$ cat config.mk
export PLATFORM = sky130hd
export DESIGN_NAME = ind_addr_unit
export DESIGN_NICKNAME = d
export VERILOG_FILES = /design/src/rtl/ind_addr_unit.sv
export SDC_FILE = /design/constraint.sdc
export NUM_CORES = 1
export LEC_CHECK = 0
export CAP_MARGIN = 20
export CORE_MARGIN = 1
export CORE_UTILIZATION = 31
export DETAILED_ROUTE_END_ITERATION = 16
export PLACE_DENSITY_LB_ADDON = 0.25
export SLEW_MARGIN = 20
export SYNTH_ARGS = -nofsm -noshare
export SYNTH_HDL_FRONTEND = slang
export SYNTH_SLANG_ARGS = --single-unit
export TNS_END_PERCENT = 5
$ cat constraint.sdc
create_clock -name clk -period 0.8 [get_ports clk]
set_input_delay 0.16 -clock clk [delete_from_list [all_inputs] [get_ports clk]]
set_output_delay 0.16 -clock clk [all_outputs]
set_load 0.01 [all_outputs]
$ cat src/rtl/ind_addr_unit.sv
module ind_addr_unit #(
  parameter int DIR_W  = 7,
  parameter int BANK_W = 2,
  parameter int PTR_W  = 8
) (
  input  logic                      clk,
  input  logic                      rst_n,
  input  logic [DIR_W-1:0]          op_addr,
  input  logic [BANK_W-1:0]         bank_bits,
  input  logic [PTR_W-1:0]          ptr,
  input  logic                      ptr_bank,
  input  logic                      rd_req,
  input  logic                      wr_req,
  output logic [DIR_W+BANK_W-1:0]   eff_addr,
  output logic                      indirect,
  output logic                      rd_zero,
  output logic                      wr_gate
);
  localparam int EA_W = DIR_W + BANK_W;

  logic            via_ptr;
  logic            self_sel;
  logic [EA_W-1:0] ea_next;

  assign via_ptr  = (op_addr == '0);
  assign self_sel = via_ptr && (ptr[DIR_W-1:0] == '0);
  assign ea_next  = via_ptr ? EA_W'({ptr_bank, ptr}) : {bank_bits, op_addr};

  always_ff @(posedge clk or negedge rst_n) begin
    if (!rst_n) begin
      eff_addr <= '0;
      indirect <= 1'b0;
      rd_zero  <= 1'b0;
      wr_gate  <= 1'b0;
    end else begin
      eff_addr <= ea_next;
      indirect <= via_ptr;
      rd_zero  <= rd_req && self_sel;
      wr_gate  <= wr_req && !self_sel;
    end
  end

  // a zero-read only ever comes from an indirect access
  a_r4_zero_only_indirect: assert property (@(posedge clk) disable iff (!rst_n)
    rd_zero |-> indirect);

  // a zero-read always points at offset zero of some bank
  a_r4_zero_at_offset0: assert property (@(posedge clk) disable iff (!rst_n)
    rd_zero |-> (eff_addr[DIR_W-1:0] == '0));

  // no write reaches offset zero through the pointer
  a_r5_no_self_write: assert property (@(posedge clk) disable iff (!rst_n)
    (indirect && eff_addr[DIR_W-1:0] == '0) |-> !wr_gate);

  // a direct result never lands on offset zero
  a_r2_direct_nonzero: assert property (@(posedge clk) disable iff (!rst_n)
    !indirect |-> (eff_addr[DIR_W-1:0] != '0) || (eff_addr == '0 && !wr_gate && !rd_zero));
endmodule

### Word level (Yosys, flattened, before mapping)

Cells that the tools add are included.

| cells by class | value |
|---|---|
| muxes and demuxes | 1 |
| reduce and logical (&&, ||, !) cells | 6 |

Operator list:

| kind | count |
|---|---|
| $logic_not 7->1 | 2 |
| $mux 9 | 1 |
| $logic_and 1x1->1 | 3 |
| $logic_not 1->1 | 1 |

| storage, ports and cells | value |
|---|---|
| flip-flop bits (word level) | 12 |
| input port bits | 22 |
| output and inout port bits | 12 |
| word-level logic and storage cells | 11 |

### Logic depth before layout (Yosys ltp)

Gate-level depths: netlist of the first run.

| depth | value |
|---|---|
| depth after elaboration | 4 |
| depth in mapped cells | 3 |
| gate-level depth less buffers | 3 |

### Worst setup path before layout of the first run

No wires, ideal clock.

| timing | value |
|---|---|
| kind | input port to flip-flop |
| start | in op_addr[3] |
| end | reg wr_gate |
| library setup time | 119 ps |
| arrival time | 1355 ps |
| required time | 681 ps |
| setup slack | -674 ps |
| cell stages on the path | 3 |
| path buffers | 0 |
| path through | or4_4 or4_4 and2_1 |

| between the ends | value |
|---|---|
| word-level cells in the longest chain between the ends | 4 |

RTL lines:

| what | RTL line | source |
|---|---|---|
| start, declared | 8 | `input logic [DIR_W-1:0] op_addr,` |
| $logic_not 7->1 | 25 | `assign via_ptr = (op_addr == '0);` |
| $logic_and 1x1->1 | 26 | `assign self_sel = via_ptr && (ptr[DIR_W-1:0] == '0);` |
| $logic_not 1->1 | 39 | `wr_gate <= wr_req && !self_sel;` |
| $logic_and 1x1->1 | 39 |  |
| end signal, assigned | 39 |  |
| end, declared | 17 | `output logic wr_gate` |

Every way passes these cells.

### Final worst setup path of the first run

| timing | value |
|---|---|
| start | in op_addr[5] |
| end | reg wr_gate |

Same word-level chain as after synthesis.

==> qor.txt, run 1 <==
Status: finished with violations
Failing checks: negative setup slack
Synth top area share: 68.18%
Hold slack: 0.06535 ns
CTS tree: built
Arr. time, crit path: 1.40 ns
Startpoint Class: input port
Register area share after synthesis: 68.18%
Hold Vio Cnt, Final: 0
CTS H-tree depth: 1
Largest net degree at the start of global routing: 13
Syn_nets: 52
Antenna Cells: 0
Final setup viols: 24
Vias per cell: 4.534
Min setup slack post-route: -0.4396 ns
Post-synth EDFFs: 0
RePlAce Congestion: 0.6928
Crit path largest cell delay: 0.54 ns
Max-cap viol count: 0
Die width: 39.69 um
DR pass1 iterations: 2
Num CTS Buffers: 3
Cts hold-fix bufs: 0
Die Footprint: 1575 sq um
Initial Util: 33.43%
Primary FF master, synth: dfrtp_1
Most frequent cell after synthesis: dfrtp_1
Share of layout cells above drive strength 1: 54.79%
Max_slew headroom: 90.49%
RSZ-0062 raised after global routing: true
# rows: 13
Final ANT Viol Nets: 0
Yosys cell types: 12
CP Class: in2reg
Min-delay src: op_addr[0]
Peak Freq: 806.7 MHz
Tcrit/Tclk final: 154.9%
Synth area leaders: dfrtp_1 (68%), a21o_1 (10%), mux2_2 (5.1%), or4_4 (5.1%), a21o_2 (2.0%)
Clock root buffer: clkbuf_4
Yosys reg bits: 12
Pleak: 0.4287 nW
Remaining Overflow, GRT: 0
Syn Area/Cell: 14.68 sq um
Worst endpoint required time: 0.96 ns
Dpl ws: -1.072 ns
First-pass GRT wire length: 1.738 mm
Clk slew on worst S/H paths: 0.08 ns
Residual DRC count: 0
Iter 0 DRT Violations: 4
Area growth from synthesis to layout: 86.36%
Post-synthesis cell count: 30
Final worst path period need: 1.240 ns
Core box area: 1318 sq um
Async SR Flop Fraction: 100.0%
Fillcell total: 119
# IOs: 34
Worst slew pin tran: 0.1423 ns
Slowest stage cell, crit path: or4_4
IO Port Bufs: 33
Die Y: 39.69 um
Worst setup EP type: flip-flop
Setup TNS: -5.462 ns
Post-Synthesis Cell Area: 440.4 sq um
HP Class: in2reg
Commonest cells in the netlist: dfrtp_1 (12), a21o_1 (6), mux2_2 (2), or4_4 (2)
Detailed-route wire length per cell: 12.72 um
Synth Warn #: 0
CTS sink cnt: 12
Initial antenna violation count: 0
Crit-path cells: clkdlybuf4s15_1, or3_4, or4_4, and2_4
Vias in the first global route: 421
Worst Setup SP: op_addr[5]
# nets final: 96
Pwr Density: 1603 nW/um^2
Synth area leader: dfrtp_1
Max Slew Vio Count: 0
Worst-path maximum fanout: 2
Final WL: 1.119 mm
GRT Overall Usage: 17.76%
VDD IR max: 1.314 mV
Via count: 399
Maximum clock insertion buffer count: 2
==> worst paths after layout <==
path	endpoint	cells after the start
worst max-delay path	wr_gate	4
worst min-delay path	eff_addr[0]	2
max in group asynchronous	wr_gate	2
min in group asynchronous	eff_addr[6]	2
==> critical path: cells and delay by family <==
family                 cells  cell delay, ns
buffers and inverters      1            0.18
AND/OR/NAND/NOR            3            1.06
==> layout by cell type, fill, tap and decap left out <==
cell and instances:
or3_4 1, and2_4 1, buf_2 16, mux2_4 2, a21o_2 1, clkbuf_4 3
inv_1 1, buf_6 4, a21o_1 6, clkbuf_8 1, buf_4 3, or3_1 1
clkdlybuf4s50_1 7, nor2_4 1, buf_12 1, dfrtp_1 12, or4_4 3, nor2_1 1
clkdlybuf4s15_1 5, clkbuf_2 3
==> registers in the layout, indices dropped and copies added, names as in the netlist <==
register,cells
eff_addr,9
rd_zero,1
wr_gate,1
indirect,1
==> cells by family after synthesis <==
family | Yosys count | synth area share (%)
multiplexers | 2 | 5.113
AND/OR/NAND/NOR | 8 | 13.64
flip-flops | 12 | 68.18
buffers and inverters | 1 | 0.8515
AO/OA/AOI/OAI | 7 | 12.22
==> layer usage <==
| layer | track usage, % | wire length, um | vias up |
|---|---|---|---|
| met5 | 0 | 0 | - |
| met4 | 12.93 | 12 | 0 |
| met3 | 3.409 | 69 | 2 |
| met2 | 31.56 | 611 | 15 |
| met1 | 18.02 | 426 | 188 |
| li1 | - | - | 194 |
==> metrics by stage <==
step / utilization, % / total power [mW] / cells / instance area, sq um
floorplan: - / 0.6992 / 30 / 449.2
global placement: 64.39 / 0.8987 / 83 / 848.3
detailed placement: 64.39 / 0.9028 / 83 / 848.3
CTS: 61.82 / 1.334 / 88 / 814.5
global route: 62.30 / 1.390 / 88 / 820.8
finish: 62.30 / 1.315 / 88 / 820.8
==> area by class of cell <==
class / instances / area [sq um] / share of cell area, %
Timing Repair Buffer: 39 / 302.8 / 36.89
Tap cell: 15 / 18.77 / 2.287
Multi-Input combinational cell: 17 / 158.9 / 19.36
Clock buffer: 4 / 36.28 / 4.421
Inverter: 1 / 3.754 / 0.4573
Sequential cell: 12 / 300.3 / 36.59
==> power breakdown <==
part           switching (mW)  internal (mW)  leakage (nW)
clock                   0.192          0.276        0.0210
combinational          0.0758          0.134         0.263
sequential            0.00540          0.632         0.144
==> repair_timing <==
action                                  CTS  global route
pin swaps                                 7            11
setup buffers                             1             0
endpoints found under the setup margin   24            24
resized for setup                        86            12
Power figures use the tool's default switching activity.
==> run 2, diff against run 1 <==
- clock period: 0.8 -> 1.2 ns (I/O delays scaled with it)
==> qor.txt, run 2 (synthesis gave the netlist of run 1 again) <==
Worst setup EP type: flip-flop (unchanged)
Iter 0 DRT Violations: 4 (unchanged)
Hpwl dp: 800.3 um
Pwr Density: 1055 nW/um^2 (was 1603 nW/um^2)
Failing checks: negative setup slack (unchanged)
Final worst path period need: 1.367 ns
Startpoint Class: input port (unchanged)
Gate power share: 15.4% (was 15.9%)
Routed met2 length: 560 um (was 611 um)
Crit-path cells: buf_6, or4_4, or4_4, and2_4 (was clkdlybuf4s15_1, or3_4, or4_4, and2_4)
CTS tree: built (unchanged)
Vias in the first global route: 378 (was 421)
DR top layer: met4 (unchanged)
Sw Ratio: 21.37% (was 20.75%)
Non-filler instance count after layout: 87 (was 88)
# IOs: 34 (unchanged)
Antenna Cells: 0 (unchanged)
Worst slew pin tran: 0.1521 ns (was 0.1423 ns)
Setup TNS: -0.2514 ns (was -5.462 ns)
GRT Overall Usage: 16.03% (was 17.76%)
Internal power: 692.6 uW (was 1.042 mW)
Placed instance count: 83 (unchanged)
Clock root buffer: clkbuf_4 (unchanged)
Initial Util: 33.43% (unchanged)
CTS sink cnt: 12 (unchanged)
Residual DRC count: 0 (unchanged)
Pleak: 0.4363 nW (was 0.4287 nW)
Share of layout cells above drive strength 1: 37.50% (was 54.79%)
Arr. time, crit path: 1.54 ns (was 1.40 ns)
Hold slack: 0.1403 ns (was 0.06535 ns)
Max reg flops: 9 (unchanged)
# nets final: 95 (was 96)
Remaining Overflow, GRT: 0 (unchanged)
Detailed-route wire length per cell: 11.66 um (was 12.72 um)
Largest net degree at the start of global routing: 13 (unchanged)
CTS H-tree depth: 1 (unchanged)
Num CTS Buffers: 3 (unchanged)
Final WL: 1.014 mm (was 1.119 mm)
Area growth from synthesis to layout: 89.49% (was 86.36%)
Core box area: 1318 sq um (unchanged)
Max-cap viol count: 0 (unchanged)
Clock power share: 36.4% (was 35.6%)
Peak Freq: 731.3 MHz
Maximum clock insertion buffer count: 2 (unchanged)
Initial antenna violation count: 0 (unchanged)
Hold Vio Cnt, Final: 0 (unchanged)
CP Class: in2reg (unchanged)
Die Footprint: 1575 sq um (unchanged)
Part of the power in registers: 48.2% (was 48.5%)
Via count: 399 (unchanged)
Clk slew on worst S/H paths: 0.08 ns (about the same)
Die width: 39.69 um (unchanged)
Die Y: 39.69 um (unchanged)
Most used cell, CP: or4_4
Max Slew Vio Count: 0 (unchanged)
Fillcell total: 122 (was 119)
Switch Pwr: 188.3 uW (was 273.0 uW)
RePlAce Congestion: 0.6759 (was 0.6928)
Commonest non-fill, non-tap cell in the layout: dlygate4sd2_1 (was buf_2)
First-pass GRT wire length: 1.580 mm (was 1.738 mm)
Vias per cell: 4.586 (was 4.534)
DR WL met3: 43 um (was 69 um)
DR pass1 iterations: 2 (unchanged)
Status: finished with violations (unchanged)
IO Port Bufs: 33 (unchanged)
# rows: 13 (unchanged)
Worst endpoint required time: 1.37 ns (was 0.96 ns)
RSZ-0062 raised after global routing: true (unchanged)
Final setup viols: 3 (was 24)
Slowest stage cell, crit path: or4_4 (unchanged)
Tcrit/Tclk final: 114.0%
VDD IR max: 0.6749 mV (was 1.314 mV)
Cts hold-fix bufs: 0 (unchanged)
Crit path largest cell delay: 0.54 ns (about the same)
Most frequent cells in the layout: dlygate4sd2_1 (15), dfrtp_1 (12), clkdlybuf4s50_1 (7), a21o_1 (6) (was buf_2 (16), dfrtp_1 (12), clkdlybuf4s50_1 (7), a21o_1 (6), clkdlybuf4s15_1 (5))
HP Class: in2reg (unchanged)
Max_slew headroom: 89.86% (was 90.49%)
Largest Register: eff_addr (unchanged)
Metal-1 WL: 398 um (was 426 um)
Final ANT Viol Nets: 0 (unchanged)
Worst-path maximum fanout: 2 (unchanged)
Min setup slack post-route: -0.1674 ns (was -0.4396 ns)
==> run 2: what timing repair did <==
item                                    4_1_cts  5_1_grt
pin swaps                                     6        4
endpoints found under the setup margin       24        3
gates resized for setup                      49        8
cloned                                        0        0
setup buffers                                 0        0
==> run 2: final timing paths <==
kind / start / end / depth (start not counted)
max: ptr[1] / wr_gate / 4
min: op_addr[0] / eff_addr[0] / 2
max in group asynchronous: rst_n / eff_addr[2] / 2
min in group asynchronous: rst_n / eff_addr[4] / 2
==> run 2: metrics by stage <==
step | utilization (%) | setup WS [ns] | power, mW | cell area [sq um]
6_report | 63.34 | -0.1674 | 0.8808 | 834.6
2_1_floorplan | - | -0.2801 | 0.4661 | 449.2
4_1_cts | 63.91 | -0.1718 | 0.8890 | 842.1
5_1_grt | 63.34 | -0.1753 | 0.9192 | 834.6
3_3_place_gp | 63.44 | -0.7185 | 0.5938 | 835.8
3_5_place_dp | 63.44 | -0.7551 | 0.5953 | 835.8
==> run 2: power groups by stage <==
stage	logic, mW	registers (mW)	clock network [mW]
finish	0.135	0.425	0.321
global route	0.148	0.427	0.344
CTS	0.137	0.425	0.326
detailed placement	0.161	0.434	0
global placement	0.160	0.434	0
floorplan	0.0217	0.444	0
==> run 2: layout make-up <==
type | instances | area [sq um] | share of cell area, %
Timing Repair Buffer | 38 | 320.3 | 38.38
Sequential cell | 12 | 300.3 | 35.98
Multi-Input combinational cell | 17 | 155.1 | 18.59
Clock buffer | 4 | 36.28 | 4.348
Tap cell | 15 | 18.77 | 2.249
Inverter | 1 | 3.754 | 0.4498
==> run 2: per-layer routing <==
metal	global-route usage [%]	vias up
li1	-	191
met1	16.78	191
met2	27.05	15
met3	3.409	2
met4	12.93	0
met5	0	-
==> run 2: worst max-delay path, delay by kind of cell <==
kind	cells	cell delay [ns]
buffers and inverters	1	0.09
AND/OR/NAND/NOR	3	1.20
==> run 3, diff against run 2 <==
- GPL_TIMING_DRIVEN: default -> 0
==> qor.txt, run 3 (synthesis gave the netlist of run 1 again) <==
Status: finished with violations (unchanged)
Failing checks: negative setup slack (unchanged)
Remaining Overflow, GRT: 0 (unchanged)
# rows: 13 (unchanged)
Die width: 39.69 um (unchanged)
Final setup viols: 11 (was 3)
Min setup slack post-route: -0.1205 ns (was -0.1674 ns)
Num CTS Buffers: 3 (unchanged)
Min-delay src: op_addr[0] (unchanged)
Vias in the first global route: 372 (was 378)
Worst setup EP type: flip-flop (unchanged)
Clk slew on worst S/H paths: 0.07 ns (was 0.08 ns)
Pleak: 0.4221 nW (was 0.4363 nW)
RePlAce Congestion: 0.6582 (was 0.6759)
Setup TNS: -0.5836 ns (was -0.2514 ns)
Met2 Usage GRT: 27.87% (was 27.05%)
Worst-path maximum fanout: 2 (unchanged)
Most frequent cells in the layout: dfrtp_1 (12), dlygate4sd2_1 (11), clkdlybuf4s50_1 (7), a21o_1 (6), buf_6 (6) (was dlygate4sd2_1 (15), dfrtp_1 (12), clkdlybuf4s50_1 (7), a21o_1 (6))
Gr busiest metal: met2 (unchanged)
Pwr Density: 957.1 nW/um^2 (was 1055 nW/um^2)
Tcrit/Tclk final: 110.0% (was 114.0%)
Hold Vio Cnt, Final: 0 (unchanged)
Hold path depth: 2 (unchanged)
Antenna Cells: 0 (unchanged)
CTS sink cnt: 12 (unchanged)
CTS H-tree depth: 1 (unchanged)
Vias per cell: 4.565 (was 4.586)
Max_slew headroom: 64.93% (was 89.86%)
CTS tree: built (unchanged)
Die Footprint: 1575 sq um (unchanged)
Maximum clock insertion buffer count: 2 (unchanged)
Core box area: 1318 sq um (unchanged)
Max Slew Vio Count: 0 (unchanged)
# nets final: 94 (was 95)
Max reg flops: 9 (unchanged)
Met3 Use GR: 10.23% (was 3.409%)
Initial antenna violation count: 0 (unchanged)
HP Class: in2reg (unchanged)
Initial Util: 33.43% (unchanged)
# IOs: 34 (unchanged)
GRT Overall Usage: 17.16% (was 16.03%)
Startpoint Class: input port (unchanged)
Peak Freq: 757.3 MHz (was 731.3 MHz)
Final worst path period need: 1.320 ns (was 1.367 ns)
Cts hold-fix bufs: 0 (unchanged)
Arr. time, crit path: 1.48 ns (was 1.54 ns)
Worst endpoint required time: 1.36 ns (was 1.37 ns)
Largest Register: eff_addr (unchanged)
Share of layout cells above drive strength 1: 37.14% (was 37.50%)
First-pass GRT wire length: 1.587 mm (was 1.580 mm)
Worst slew pin tran: 0.5245 ns (was 0.1521 ns)
IO Port Bufs: 33 (unchanged)
Residual DRC count: 0 (unchanged)
RSZ-0062 raised after global routing: true (unchanged)
Via count: 388 (was 399)
CP Class: in2reg (unchanged)
Final WL: 1.051 mm (was 1.014 mm)
Commonest non-fill, non-tap cell in the layout: dfrtp_1 (was dlygate4sd2_1)
Clock root buffer: clkbuf_4 (unchanged)
Iter 0 DRT Violations: 0 (was 4)
Area growth from synthesis to layout: 86.93% (was 89.49%)
Final ANT Viol Nets: 0 (unchanged)
Detailed-route wire length per cell: 12.36 um (was 11.66 um)
Met1 Use GR: 16.25% (was 16.78%)
Max-cap viol count: 0 (unchanged)
Die Y: 39.69 um (unchanged)
Hold Path End: eff_addr[0] (unchanged)
Largest net degree at the start of global routing: 13 (unchanged)
Final core utilization: 62.49% (was 63.34%)
VDD IR max: 0.5309 mV (was 0.6749 mV)
DR pass1 iterations: 1 (was 2)
==> run 3: cell types whose count changed in the layout (fill, tap and decap cells not counted), sizes merged <==
cell and delta:
clkdlybuf4s15 +3, dlygate4sd2 -4, clkbuf +1, buf -2
==> run 3: where the power goes <==
part | switching [mW] | total [mW] | internal [mW]
combinational | 0.0474 | 0.131 | 0.0833
clock | 0.116 | 0.231 | 0.116
sequential | 0.00386 | 0.426 | 0.422
==> run 3: final cells by class <==
class	count	area, sq um
fill	123	494.2
multi-input combinational	17	151.4
clock buffer	3	22.52
inverter	1	3.754
tap	15	18.77
sequential	12	300.3
timing repair buffer	37	326.6
==> run 3: metal layers <==
| layer | vias up | part of all wire, % | wire length [um] |
|---|---|---|---|
| li1 | 188 | - | - |
| met1 | 181 | 36 | 382 |
| met2 | 19 | 58 | 610 |
| met3 | 0 | 5.4 | 57 |
| met4 | 0 | 0 | 0 |
| met5 | - | 0 | 0 |
==> run 3: worst max path at each step <==
stage / from / to / slack [ns] / cells past startpoint
after global routing: ptr[2] / wr_gate / -0.11 / 4
after global placement: op_addr[3] / eff_addr[7] / -0.76 / 4
final: ptr[2] / wr_gate / -0.12 / 4
after detailed placement: op_addr[3] / eff_addr[7] / -0.77 / 4
after CTS: op_addr[0] / wr_gate / -0.15 / 4
after floorplan: ptr[6] / wr_gate / -0.28 / 3
==> run 3: repair_timing <==
| item | 4_1_cts | 5_1_grt |
|---|---|---|
| gates resized for setup | 47 | 16 |
| pin swaps | 7 | 13 |
| setup buffers | 3 | 1 |
| setup endpoints to repair | 24 | 13 |
==> run 3: critical path: stages <==
cell    delay (ns)
buf_6         0.09
or4_4         0.51
or4_4         0.49
and2_4        0.15
==> run 3: metrics by stage <==
stage / hold slack, ns / power [mW] / worst slack, ns / cell area, sq um / cells
2_1_floorplan: -0.05559 / 0.4661 / -0.2801 / 449.2 / 30
3_3_place_gp: 0.6245 / 0.5841 / -0.7594 / 798.3 / 78
3_5_place_dp: 0.6208 / 0.5857 / -0.7680 / 798.3 / 78
4_1_cts: 0.1291 / 0.8037 / -0.1471 / 814.5 / 84
5_1_grt: 0.1313 / 0.8421 / -0.1110 / 823.3 / 85
6_report: 0.1390 / 0.7879 / -0.1205 / 823.3 / 85
